`src/rtl/sdram_gap_pkg.sv`:
```
package sdram_gap_pkg;

    typedef enum logic [1:0] {
        CMD_ACT = 2'd0,
        CMD_RD  = 2'd1,
        CMD_WR  = 2'd2,
        CMD_PRE = 2'd3
    } cmd_e;

    localparam int GAP_W = 4;

    typedef struct packed {
        logic [GAP_W-1:0] rd2rp;
        logic [GAP_W-1:0] wr2any;
        logic [GAP_W-1:0] rd2wr;
        logic [GAP_W-1:0] blen;
    } gap_cfg_t;

    function automatic logic [GAP_W-1:0] reload_of(input logic [GAP_W-1:0] gap);
        return (gap == '0) ? '0 : gap - 1'b1;
    endfunction

endpackage

```
`src/rtl/gap_cfg_reg.sv`:
```
module gap_cfg_reg
    import sdram_gap_pkg::*;
(
    input  logic                 clk,
    input  logic                 rst_n,
    input  logic                 we,
    input  logic [15:0]          wdata_hi,
    output logic [GAP_W-1:0]     rd2rp,
    output logic [GAP_W-1:0]     wr2any,
    output logic [GAP_W-1:0]     rd2wr,
    output logic                 done,
    output logic [31:0]          rdata
);

    typedef struct packed {
        gap_cfg_t cfg;
        logic     done;
    } cfg_state_t;

    cfg_state_t st_d, st_q;

    always_comb begin
        st_d = st_q;
        if (we) begin
            st_d.cfg  = gap_cfg_t'(wdata_hi);
            st_d.done = 1'b1;
        end
    end

    always_ff @(posedge clk) begin
        if (!rst_n) st_q <= '0;
        else        st_q <= st_d;
    end

    assign rd2rp  = st_q.cfg.rd2rp;
    assign wr2any = st_q.cfg.wr2any;
    assign rd2wr  = st_q.cfg.rd2wr;
    assign done   = st_q.done;
    assign rdata  = {st_q.cfg, 16'h0000};

    AST_CFG_STICKY: assert property (@(posedge clk) disable iff (!rst_n)
        done |=> done);

endmodule

```
`src/rtl/gap_down_counter.sv`:
```
module gap_down_counter #(
    parameter int W = 4
) (
    input  logic         clk,
    input  logic         rst_n,
    input  logic         load,
    input  logic [W-1:0] load_val,
    output logic         expired
);

    typedef struct packed {
        logic [W-1:0] cnt;
    } cnt_state_t;

    cnt_state_t st_d, st_q;

    always_comb begin
        st_d = st_q;
        if (load)                st_d.cnt = load_val;
        else if (st_q.cnt != '0) st_d.cnt = st_q.cnt - 1'b1;
    end

    always_ff @(posedge clk) begin
        if (!rst_n) st_q <= '0;
        else        st_q <= st_d;
    end

    assign expired = (st_q.cnt == '0);

    AST_CNT_REACHES_ZERO: assert property (@(posedge clk) disable iff (!rst_n)
        (!load && !expired && st_q.cnt == W'(1)) |=> expired);

endmodule

```
`src/rtl/sdram_cmd_gap_timer.sv`:
```
module sdram_cmd_gap_timer
    import sdram_gap_pkg::*;
#(
    parameter int NUM_BANKS = 4,
    parameter int ACT_GAP   = 2
) (
    input  logic        clk,
    input  logic        rst_n,
    input  logic        cfg_we,
    input  logic [31:0] cfg_wdata,
    output logic [31:0] cfg_rdata,
    input  logic        cmd_valid,
    input  logic [1:0]  cmd_type,
    input  logic [1:0]  cmd_bank,
    output logic        cmd_ready,
    output logic        out_valid,
    output logic [1:0]  out_type,
    output logic [1:0]  out_bank
);

    localparam int ACT_W = $clog2(ACT_GAP + 1);
    localparam logic [ACT_W-1:0] ACT_RELOAD = ACT_W'(ACT_GAP - 1);

    logic [GAP_W-1:0] rd2rp, wr2any, rd2wr;
    logic             cfg_done;
    logic             unused_cfg_low;

    assign unused_cfg_low = ^cfg_wdata[15:0];

    gap_cfg_reg u_cfg (
        .clk      (clk),
        .rst_n    (rst_n),
        .we       (cfg_we),
        .wdata_hi (cfg_wdata[31:16]),
        .rd2rp    (rd2rp),
        .wr2any   (wr2any),
        .rd2wr    (rd2wr),
        .done     (cfg_done),
        .rdata    (cfg_rdata)
    );

    cmd_e type_in;
    logic fire;
    logic rd_exp, wr_exp, r2w_exp;
    logic [NUM_BANKS-1:0] act_exp;
    logic bank_ok;

    assign type_in = cmd_e'(cmd_type);
    assign bank_ok = act_exp[cmd_bank];

    always_comb begin
        cmd_ready = 1'b0;
        if (cfg_done) begin
            unique case (type_in)
                CMD_ACT: cmd_ready = 1'b1;
                CMD_RD:  cmd_ready = rd_exp && wr_exp && bank_ok;
                CMD_WR:  cmd_ready = wr_exp && r2w_exp && bank_ok;
                CMD_PRE: cmd_ready = rd_exp && wr_exp;
                default: cmd_ready = 1'b0;
            endcase
        end
    end

    assign fire      = cmd_valid && cmd_ready;
    assign out_valid = fire;
    assign out_type  = cmd_type;
    assign out_bank  = cmd_bank;

    gap_down_counter #(.W(GAP_W)) u_rd_gap (
        .clk      (clk),
        .rst_n    (rst_n),
        .load     (fire && type_in == CMD_RD),
        .load_val (reload_of(rd2rp)),
        .expired  (rd_exp)
    );

    gap_down_counter #(.W(GAP_W)) u_wr_gap (
        .clk      (clk),
        .rst_n    (rst_n),
        .load     (fire && type_in == CMD_WR),
        .load_val (reload_of(wr2any)),
        .expired  (wr_exp)
    );

    gap_down_counter #(.W(GAP_W)) u_r2w_gap (
        .clk      (clk),
        .rst_n    (rst_n),
        .load     (fire && type_in == CMD_RD),
        .load_val (reload_of(rd2wr)),
        .expired  (r2w_exp)
    );

    for (genvar b = 0; b < NUM_BANKS; b++) begin : g_bank
        gap_down_counter #(.W(ACT_W)) u_act_gap (
            .clk      (clk),
            .rst_n    (rst_n),
            .load     (fire && type_in == CMD_ACT && cmd_bank == 2'(b)),
            .load_val (ACT_RELOAD),
            .expired  (act_exp[b])
        );
    end

    AST_NO_CMD_UNCONFIGURED: assert property (@(posedge clk) disable iff (!rst_n)
        !cfg_done |-> !cmd_ready);

    AST_RD_SPACING: assert property (@(posedge clk) disable iff (!rst_n)
        (fire && type_in == CMD_RD && rd2rp >= 4'd2)
            |=> !(out_valid && (out_type == CMD_RD || out_type == CMD_PRE)));

    AST_WR_SPACING: assert property (@(posedge clk) disable iff (!rst_n)
        (fire && type_in == CMD_WR && wr2any >= 4'd2) |=> !out_valid
            || out_type == CMD_ACT);

    AST_RD_TO_WR: assert property (@(posedge clk) disable iff (!rst_n)
        (fire && type_in == CMD_RD && rd2wr >= 4'd2)
            |=> !(out_valid && out_type == CMD_WR));

    if (ACT_GAP >= 2) begin : g_act_chk
        AST_ACT_TO_ACCESS: assert property (@(posedge clk) disable iff (!rst_n)
            (fire && type_in == CMD_ACT)
                |=> !(out_valid && out_bank == $past(cmd_bank)
                      && (out_type == CMD_RD || out_type == CMD_WR)));
    end

    AST_OUT_NEEDS_VALID: assert property (@(posedge clk) disable iff (!rst_n)
        out_valid |-> cmd_valid);

endmodule

```
`config.mk`:
```
export PLATFORM = sky130hd
export DESIGN_NAME = sdram_cmd_gap_timer
export DESIGN_NICKNAME = d
export VERILOG_FILES = /design/src/rtl/sdram_gap_pkg.sv /design/src/rtl/gap_cfg_reg.sv /design/src/rtl/gap_down_counter.sv /design/src/rtl/sdram_cmd_gap_timer.sv
export SDC_FILE = /design/constraint.sdc
export NUM_CORES = 1
export LEC_CHECK = 0
export BUFFER_PORTS_ARGS = -buffer_cell sky130_fd_sc_hd__buf_2
export CAP_MARGIN = 30
export CORE_ASPECT_RATIO = 0.9
export CORE_UTILIZATION = 23
export CTS_BUF_LIST = sky130_fd_sc_hd__clkbuf_8
export DETAILED_ROUTE_END_ITERATION = 10
export PLACE_DENSITY = 0.5
export SYNTH_ARGS = -nofsm -noshare
export SYNTH_HDL_FRONTEND = slang
export SYNTH_SLANG_ARGS = --single-unit
```
`constraint.sdc`:
```
create_clock -name clk -period 1.8 [get_ports clk]
set_clock_uncertainty 0.1 [all_clocks]
set_input_delay 0.27 -clock clk [delete_from_list [all_inputs] [get_ports clk]]
set_output_delay 0.27 -clock clk [all_outputs]
set_load 0.03 [all_outputs]
```
==> flow_metrics.tcl <==
set metrics [dict create \
    synthCells 251 \
    placementRows 33 \
    rr_endpoint "u_rd_gap.st_q[3]$_SDFFE_PN0P_" \
    cp.arrival_ns 1.88 \
    clk-insertion-delay-late_ns 0.29 \
    rr_worst_depth 7 \
    dieWidth_um 107 \
    grt_max_degree 29 \
    drc 0 \
    holdPathStages 3 \
    worstHoldStart "cfg_wdata[21]" \
    final_common_cell "buf_2" \
    antenna_found_initial 0 \
    yosys.cell_types.count 36 \
    yosysSeqAreaShare 0.327 \
    worstSetupPathType "reg2out" \
    whs_ns 0.127 \
    postCtsSetupBuffers 0 \
    rsz0062_at_grt "yes" \
    globalplace.congestion 0.724 \
    place_area_sq_mm 0.00282 \
    r2r_start "g_bank[3].u_act_gap.st_q[0]$_SDFFE_PN0P_" \
    tightestPinTransition_ns 0.531 \
    stdcell_area_sq_mm 0.00294 \
    hold-path-endpoint "u_cfg.rd2wr[1]$_SDFFE_PN0P_" \
    synth_warnings 0 \
    initial_core_util 0.243 \
    hold_violations 0 \
    ff2ff_setup_slack_ns -0.14 \
    p_leak_uw 0.00135 \
    violations "setup timing" \
    critPathMaxFanout 3 \
    powerDensity_mw_per_mm2 1250 \
    setup_viol 14 \
    wl_per_cell_um 10.5 \
    n_antenna_cell 0 \
    finalWorstSetupSlack_ns -0.448 \
    clk_pin_slew_ns 0.08 \
    clk_path_buf_depth 2 \
    grt_pass1_vias 1659 \
    synth_edf_count 0 \
    pin_count 78 \
    start_kind "register" \
    syn_area_per_cell_sq_um 9.02 \
    fin_crit_sh 1.25 \
    ys_seq_elements 37 \
    area_growth_pct 29.8 \
    async_flop_share 0 \
    ir_worst_vdd_mv 0.333 \
    outcome "complete, but fails checks" \
    dp_hpwl_um 3630 \
    drt_iter0_markers 46 \
    core-area_sq_mm 0.00933 \
    layout_common_cells "buf_2 (43), mux2i_1 (31), buf_4 (29), dfxtp_1 (29), nand2_1 (27)" \
    die_area_sq_mm 0.0102 \
    dieHeight_um 96.1 \
    max_cap_viol_count 0 \
    io_buffer_count 45 \
    cts_buffers 5 \
    grt.overflow.total 0 \
    slew_headroom 0.646 \
    syn_area_sq_mm 0.00226 \
    hold_class "in2reg" \
    via_count 1818 \
    end_kind "primary output" \
    slew_viol_final 0 \
    ant_nets 0 \
    htree_num_levels 2 \
    drive_gt1_frac 0.360 \
    max_freq_mhz 445 \
    min_period_ns 2.25 \
    clock-root-buffer "clkbuf_8" \
    grt_pass1_wl_um 7790 \
    cts_tree "done" \
    worstPathRequired_ns 1.43 \
    fin_nets 375 \
    synth_ff_type "dfxtp_1" \
    dr.pass1.iters 4 \
    grt_use_total 0.0977 \
    cts.sink_count 37 \
    drt_wl_total_um 4680 \
    viasPerCell 4.09 \
]
flip-flops by register name, indices dropped and copies added (netlist names):
| name | count |
|---|---|
| g_bank.u_act_gap.st_q | 8 |
| u_cfg.rd2rp | 4 |
| u_cfg.rd2wr | 4 |
| u_cfg.rdata | 4 |
| u_cfg.wr2any | 4 |
| u_r2w_gap.st_q | 4 |
| u_rd_gap.st_q | 4 |
| u_wr_gap.st_q | 4 |
| u_cfg.done | 1 |
synth_stat cells (2+ instances only):
| cell | n | share of area |
|---|---|---|
| nor3b_2 | 2 | 0.011 |
| a21boi_0 | 2 | 0.0066 |
| dfxtp_1 | 37 | 0.33 |
| ha_1 | 14 | 0.077 |
| xnor2_1 | 8 | 0.031 |
| mux2i_1 | 31 | 0.14 |
| nor4bb_1 | 2 | 0.0088 |
| o21bai_1 | 3 | 0.0099 |
| mux2_2 | 3 | 0.015 |
| nor3_1 | 7 | 0.015 |
| inv_1 | 17 | 0.028 |
| and3_1 | 3 | 0.0083 |
| nor2b_1 | 16 | 0.044 |
| o311ai_0 | 3 | 0.012 |
| clkbuf_1 | 6 | 0.0099 |
| nor4b_1 | 4 | 0.015 |
| o21a_1 | 7 | 0.023 |
| nor2_1 | 12 | 0.020 |
| buf_4 | 20 | 0.066 |
| xor2_1 | 2 | 0.0077 |
| o21ai_0 | 10 | 0.022 |
| nand2_1 | 27 | 0.045 |
| o211a_1 | 2 | 0.0088 |
cell families after synthesis:
kind of cell             synth area share
AND/OR/NAND/NOR                     0.187
buffers and inverters               0.112
flip-flops                          0.327
multiplexers                        0.162
AO/OA/AOI/OAI                      0.0950
adder cells (fa/ha/maj)            0.0773
XOR/XNOR                           0.0387
other                             0.00166
per-layer routing:
layer | GRT usage | vias to the layer above | routed length [um]
met2 | 0.149 | 40 | 2050
li1 | - | 959 | -
met3 | 0.0359 | 7 | 236
met5 | 0 | - | 0
met1 | 0.128 | 812 | 2340
met4 | 0.0274 | 0 | 50
stage by stage:
step | power, uW | TNS, ns | instances | setup slack [ns] | util
finish | 3680 | -2.00 | 444 | -0.448 | 0.315
floorplan | 2470 | -0.229 | 266 | -0.0384 | -
CTS | 3720 | -2.30 | 444 | -0.491 | 0.313
global route | 4020 | -2.87 | 444 | -0.512 | 0.315
detailed placement | 3090 | -3.74 | 436 | -0.327 | 0.302
global placement | 3020 | -2.56 | 436 | -0.241 | 0.302
repair_timing:
| item | CTS | global route |
|---|---|---|
| cloned | 0 | 0 |
| setup endpoints to repair | 14 | 14 |
| endpoints found under the hold margin | 0 | 0 |
| resized for setup | 6 | 2 |
| hold buffers | 0 | 0 |
| pin swaps | 2 | 2 |
area by class of cell:
cell class	count	area (sq um)
clock inverters	3	18.8
repair buffers	76	487
inverters	17	63.8
fillers	1032	6390
well taps	122	153
clock buffers	5	68.8
multi-input cells	184	1400
flip-flops and latches	37	751
critical path, stage by stage (launching register included):
cell     delay (ns)
dfxtp_2        0.34
inv_2          0.04
ha_4           0.15
mux4_2         0.50
o211a_1        0.16
o211a_1        0.25
buf_6          0.15
worst max-delay path by stage:
stage / from / end / slack, ns / cells past startpoint
3_5_place_dp: cmd_type[1] / u_rd_gap.st_q[3]$_SDFFE_PN0P_ / -0.33 / 8
5_1_grt: g_bank[3].u_act_gap.st_q[0]$_SDFFE_PN0P_ / out_valid / -0.51 / 6
2_1_floorplan: g_bank[3].u_act_gap.st_q[0]$_SDFFE_PN0P_ / u_r2w_gap.st_q[3]$_SDFFE_PN0P_ / -0.04 / 7
3_3_place_gp: cmd_type[1] / out_valid / -0.24 / 7
6_report: g_bank[3].u_act_gap.st_q[0]$_SDFFE_PN0P_ / out_valid / -0.45 / 6
4_1_cts: g_bank[3].u_act_gap.st_q[0]$_SDFFE_PN0P_ / out_valid / -0.49 / 6
power breakdown:
| group | switching [uW] | total [uW] | internal [uW] |
|---|---|---|---|
| logic | 865 | 1900 | 1040 |
| clock network | 311 | 578 | 267 |
| registers | 165 | 1200 | 1040 |
| total | 1340 | 3680 | 2340 |
No activity file was read; power rests on OpenSTA's default activity.
